**src/rtl/rotmask_pkg.sv**
```systemverilog
package rotmask_pkg;

    localparam int WORD_W = 32;
    localparam int IDX_W  = $clog2(WORD_W);

    typedef enum logic {
        MODE_AND    = 1'b0,
        MODE_INSERT = 1'b1
    } merge_mode_e;

    typedef enum logic [1:0] {
        SHAPE_RUN  = 2'd0,
        SHAPE_FULL = 2'd1,
        SHAPE_WRAP = 2'd2
    } mask_shape_e;

    // Decide the mask shape from the begin index and the end index plus one,
    // both held one bit wider than the index so end+1 never wraps.
    function automatic mask_shape_e classify_shape(input int begin_x, input int end_p1);
        if (begin_x < end_p1)
            return SHAPE_RUN;
        else if (begin_x == end_p1)
            return SHAPE_FULL;
        else
            return SHAPE_WRAP;
    endfunction

    function automatic logic [WORD_W-1:0] merge_bits(
        input logic [WORD_W-1:0] rot,
        input logic [WORD_W-1:0] msk,
        input logic [WORD_W-1:0] dst,
        input merge_mode_e       mode
    );
        if (mode == MODE_INSERT)
            return (rot & msk) | (dst & ~msk);
        return rot & msk;
    endfunction

endpackage

```
**src/rtl/rm_rotator.sv**
```systemverilog
module rm_rotator #(
    parameter int W  = rotmask_pkg::WORD_W,
    parameter int IW = $clog2(W)
) (
    input  logic [W-1:0]  data_i,
    input  logic [IW-1:0] amt_i,
    output logic [W-1:0]  data_o
);

    logic [W-1:0] stage [0:IW];

    assign stage[0] = data_i;

    // Log-depth barrel: stage s rotates left by 2**s when amt_i[s] is set.
    for (genvar s = 0; s < IW; s++) begin : g_stage
        localparam int STEP = 1 << s;
        assign stage[s+1] = amt_i[s]
            ? {stage[s][W-1-STEP:0], stage[s][W-1 -: STEP]}
            : stage[s];
    end

    assign data_o = stage[IW];

endmodule

```
**src/rtl/rm_mask_gen.sv**
```systemverilog
module rm_mask_gen #(
    parameter int W  = rotmask_pkg::WORD_W,
    parameter int IW = $clog2(W)
) (
    input  logic [IW-1:0] begin_i,
    input  logic [IW-1:0] end_i,
    output logic [W-1:0]  mask_o
);
    import rotmask_pkg::*;

    logic [IW:0]  begin_x;
    logic [IW:0]  end_p1;
    mask_shape_e  shape;

    assign begin_x = {1'b0, begin_i};
    assign end_p1  = {1'b0, end_i} + {{IW{1'b0}}, 1'b1};

    always_comb shape = classify_shape(int'(begin_x), int'(end_p1));

    // Position k counts from the most significant bit.
    for (genvar k = 0; k < W; k++) begin : g_bit
        localparam logic [IW:0] POS = (IW+1)'(k);
        logic in_run;
        logic in_hole;
        assign in_run  = (POS >= begin_x) && (POS < end_p1);
        assign in_hole = (POS >= end_p1)  && (POS < begin_x);
        assign mask_o[W-1-k] = (shape == SHAPE_FULL) ? 1'b1 :
                               (shape == SHAPE_RUN)  ? in_run : !in_hole;
    end

endmodule

```
**src/rtl/rm_merge.sv**
```systemverilog
module rm_merge #(
    parameter int W = rotmask_pkg::WORD_W
) (
    input  logic [W-1:0]             rot_i,
    input  logic [W-1:0]             mask_i,
    input  logic [W-1:0]             dst_i,
    input  rotmask_pkg::merge_mode_e mode_i,
    output logic [W-1:0]             res_o
);
    import rotmask_pkg::*;

    logic [W-1:0] kept;
    logic [W-1:0] filled;

    assign kept   = rot_i & mask_i;
    assign filled = dst_i & ~mask_i;

    always_comb begin
        unique case (mode_i)
            MODE_INSERT: res_o = kept | filled;
            default:     res_o = kept;
        endcase
    end

endmodule

```
**src/rtl/rotmask_unit.sv**
```systemverilog
module rotmask_unit #(
    parameter int W  = rotmask_pkg::WORD_W,
    parameter int IW = $clog2(W)
) (
    input  logic          clk,
    input  logic          rst,
    input  logic [W-1:0]  src_i,
    input  logic [IW-1:0] sh_i,
    input  logic [IW-1:0] mb_i,
    input  logic [IW-1:0] me_i,
    input  logic [W-1:0]  dst_i,
    input  logic          mode_i,
    output logic [W-1:0]  result_o,
    output logic [W-1:0]  mask_o
);
    import rotmask_pkg::*;

    merge_mode_e  mode;
    logic [W-1:0] rotated;
    logic [W-1:0] mask_c;
    logic [W-1:0] merged;

    assign mode = merge_mode_e'(mode_i);

    rm_rotator #(.W(W), .IW(IW)) u_rot (
        .data_i (src_i),
        .amt_i  (sh_i),
        .data_o (rotated)
    );

    rm_mask_gen #(.W(W), .IW(IW)) u_mask (
        .begin_i (mb_i),
        .end_i   (me_i),
        .mask_o  (mask_c)
    );

    rm_merge #(.W(W)) u_merge (
        .rot_i  (rotated),
        .mask_i (mask_c),
        .dst_i  (dst_i),
        .mode_i (mode),
        .res_o  (merged)
    );

    always_ff @(posedge clk) begin
        if (rst) begin
            result_o <= '0;
            mask_o   <= '0;
        end else begin
            result_o <= merged;
            mask_o   <= mask_c;
        end
    end

endmodule

```
**config.mk**
```make
export PLATFORM = sky130hd
export DESIGN_NAME = rotmask_unit
export DESIGN_NICKNAME = d
export VERILOG_FILES = /design/src/rtl/rotmask_pkg.sv /design/src/rtl/rm_rotator.sv /design/src/rtl/rm_mask_gen.sv /design/src/rtl/rm_merge.sv /design/src/rtl/rotmask_unit.sv
export SDC_FILE = /design/constraint.sdc
export NUM_CORES = 1
export LEC_CHECK = 0
export CAP_MARGIN = 40
export CORE_UTILIZATION = 50
export CTS_BUF_LIST = sky130_fd_sc_hd__clkbuf_2
export CTS_CLUSTER_SIZE = 14
export DETAILED_ROUTE_END_ITERATION = 12
export PLACE_DENSITY = 0.8
export SLEW_MARGIN = 20
export SYNTH_ARGS = -nofsm -noshare
export SYNTH_HDL_FRONTEND = slang
export SYNTH_SLANG_ARGS = --single-unit
```
**constraint.sdc**
```tcl
create_clock -name clk -period 8.9 [get_ports clk]
set_clock_uncertainty 0.15 [all_clocks]
set_input_delay 2.225 -clock clk [delete_from_list [all_inputs] [get_ports clk]]
set_output_delay 2.225 -clock clk [all_outputs]
set_load 0.02 [all_outputs]
```
==> flow_summary_export.csv <==
group,metric,value,unit
status,outcome,"complete, no violations",
timing,rsz0062_at_grt,"no",
run,cap_viol_max_count,0,
floorplan,die_h,114,um
critical_path,worstPathRequired,9.25,ns
route,wl_per_cell,22.8,um
cells_and_area,drive_above_1_share,12.5,%
floorplan,pin_count,146,
placed_design,port_buffers,145,
logic_synthesis,netlist_instances,768,
logic_synthesis,yosysWarnings,0,
logic_synthesis,synth.avg_cell_area,8.10,um^2
cts,cts.sinks,64,
cells_and_area,fin_nets,962,
route,wl,23900,um
cts,cts-htree-levels,3,
placed_design,dp_hpwl,18300,um
power,p_leak,3.14,nW
floorplan,die-width,114,um
logic_synthesis,async_flop_share,0,%
cts,post_cts_buffers,0,
critical_path,cp.arrival,6.24,ns
cts,postCtsHoldBufs,0,
timing,fmax,170,MHz
logic_synthesis,synth_top_flop_cell,"dfxtp_1",
timing,final_hold_viol_count,0,
critical_path,cp-start-kind,"input pin",
timing,max_slew_margin,45.0,%
floorplan,initial_core_util,51.5,%
critical_path,crit_path_max_incr_delay,0.64,ns
logic_synthesis,ys_seq_area_share,20.6,%
cts,cts_buffers,9,
critical_path,critPathKind,"in2reg",
timing,fin_crit,5.89,ns
critical_path,crit_family,"compound AO/OA/AOI/OAI gates",
cells_and_area,finish.instance_area,0.00784,mm^2
global_routing,grt_pass1_wl,36600,um
logic_synthesis,synth.distinct_cells,66,
global_routing,grt_use_total,37.3,%
power,power_density,132,mW/mm^2
global_routing,grt_max_degree,47,
critical_path,worst-path-buf-inv,2,
cts,cts.path.max_buffers,2,
route,drt_iter0_drc,982,
timing,worst_pin_slew,0.819,ns
route,drtPass1Iterations,5,
placed_design,dpl-instance-area,0.00768,mm^2
hold_path,hp-class,"in2reg",
timing,fin_tns_setup,0,ns
cts,cts_root_buf,"clkbuf_2",
timing,fin_hold_ws,2.02,ns
cells_and_area,area_delta_synth_final,26.0,%
logic_synthesis,syn_nets,857,
timing,setup_viol,0,
cts,post_cts_resized,0,
floorplan,die_area,0.0129,mm^2
logic_synthesis,ys_ff_latch,64,
global_routing,grt_pass1_vias,6447,
global_routing,gr-total-overflow,0,
cts,clkTransAtPathRegs,0.22,ns
critical_path,crit_path_cell_trace,"clkdlybuf4s50_1 -> ha_1 -> buf_8 -> xnor2_1 -> ha_1 -> o21a_1 -> o31ai_1 -> a221oi_4 -> o21a_1 -> o21ai_0 -> a31oi_1 -> mux2_2",
route,num_vias,6951,
route,postRouteAntennaNets,0,
placed_design,gp_congestion,0.975,
floorplan,core_area,0.0121,mm^2
global_routing,antenna_found_initial,1,
timing,fin_crit_sh,66.2,%
critical_path,critical_path_peak_fanout,23,
power,peakVddDrop,0.103,mV
route,viasPerCell,6.64,
logic_synthesis,synth_edf_count,0,
critical_path,critPathCaptureType,"register",
timing,slew_violations,0,
cts,cts_tree,"built",
logic_synthesis,synth.cell_area,0.00622,mm^2
route,drc,0,
floorplan,rows,40,
critical_path,cp_slowest_cell,"clkdlybuf4s50_1",
## layer usage
layer  part of all wire, %  global-route usage, %  routed length (um)
met4                   4.4                   17.2                1060
met5                     0                      0                   0
met3                   9.4                   6.27                2240
met2                    45                   58.4               10800
met1                    41                   50.3                9770
## metrics by stage
stage / setup WS (ns) / cells / utilization [%] / power, mW
global route: 2.78 / 1047 / 65.0 / 1.08
detailed placement: 2.55 / 1026 / 63.7 / 0.834
floorplan: 4.07 / 768 / - / 0.640
CTS: 3.16 / 1042 / 64.6 / 1.02
finish: 3.01 / 1047 / 65.0 / 1.03
global placement: 2.12 / 1021 / 62.9 / 0.822
## cells by family after synthesis
logic type	Yosys count	synth area share (%)
xor+xnor	6	1.37
flops	64	20.6
simple gates	234	16.9
mux	145	28.5
compound gates	231	25.1
fa+ha+maj	7	1.41
buf+inv	81	6.10
## layout make-up
cell class | count | area, um^2
multi-input cells | 623 | 4560
flip-flops and latches | 64 | 1280
clock inverters | 7 | 70.1
repair buffers | 161 | 1620
diodes | 1 | 2.50
fillers | 1044 | 4230
inverters | 14 | 52.6
clock buffers | 9 | 45.0
well taps | 168 | 210
## cells in the final DEF (no fill, tap or decap), types with 9 or more instances in the layout
cell type	synthesis	routed
nand2_1	80	80
o22ai_1	9	9
clkdlybuf4s50_1	0	142
mux2_2	37	37
mux2i_1	85	85
a21oi_1	49	49
mux4_2	22	22
o21ai_0	62	62
inv_1	9	9
nor2_1	74	74
dfxtp_1	64	64
and2_1	13	13
a21o_1	9	9
nor3_1	11	11
nand3_1	18	18
clkbuf_2	0	10
a221oi_1	11	11
o22a_1	18	18
## final timing paths
kind | slack (ns) | to | cells after the start | startpoint
hold / removal | 2.02 | result_o[6]$_SDFF_PP0_ | 3 | dst_i[6]
setup / recovery | 3.01 | result_o[4]$_SDFF_PP0_ | 12 | me_i[0]
## cells in the mapped netlist (9+ instances only)
cell type	instances	area share (%)
a21o_1	9	1.1
a21oi_1	49	3.9
a221oi_1	11	1.5
and2_1	13	1.3
buf_2	24	1.9
clkbuf_1	25	1.5
dfxtp_1	64	21
inv_1	9	0.54
mux2_2	37	6.7
mux2i_1	85	14
mux4_2	22	8.0
nand2_1	80	4.8
nand3_1	18	1.4
nor2_1	74	4.5
nor3_1	11	0.89
o21ai_0	62	5.0
o22a_1	18	2.5
o22ai_1	9	0.91
## report_power, final
group	leakage, nW	internal (mW)	switching [mW]	total (mW)
logic	2.54	0.223	0.288	0.511
clock network	0.0720	0.0648	0.125	0.190
registers	0.531	0.321	0.0109	0.332
total	3.14	0.609	0.424	1.03
## state kept, by name (all words and copies together) (netlist names)
register / flops
mask_o: 32
result_o: 32
Power figures use the tool's default switching activity.
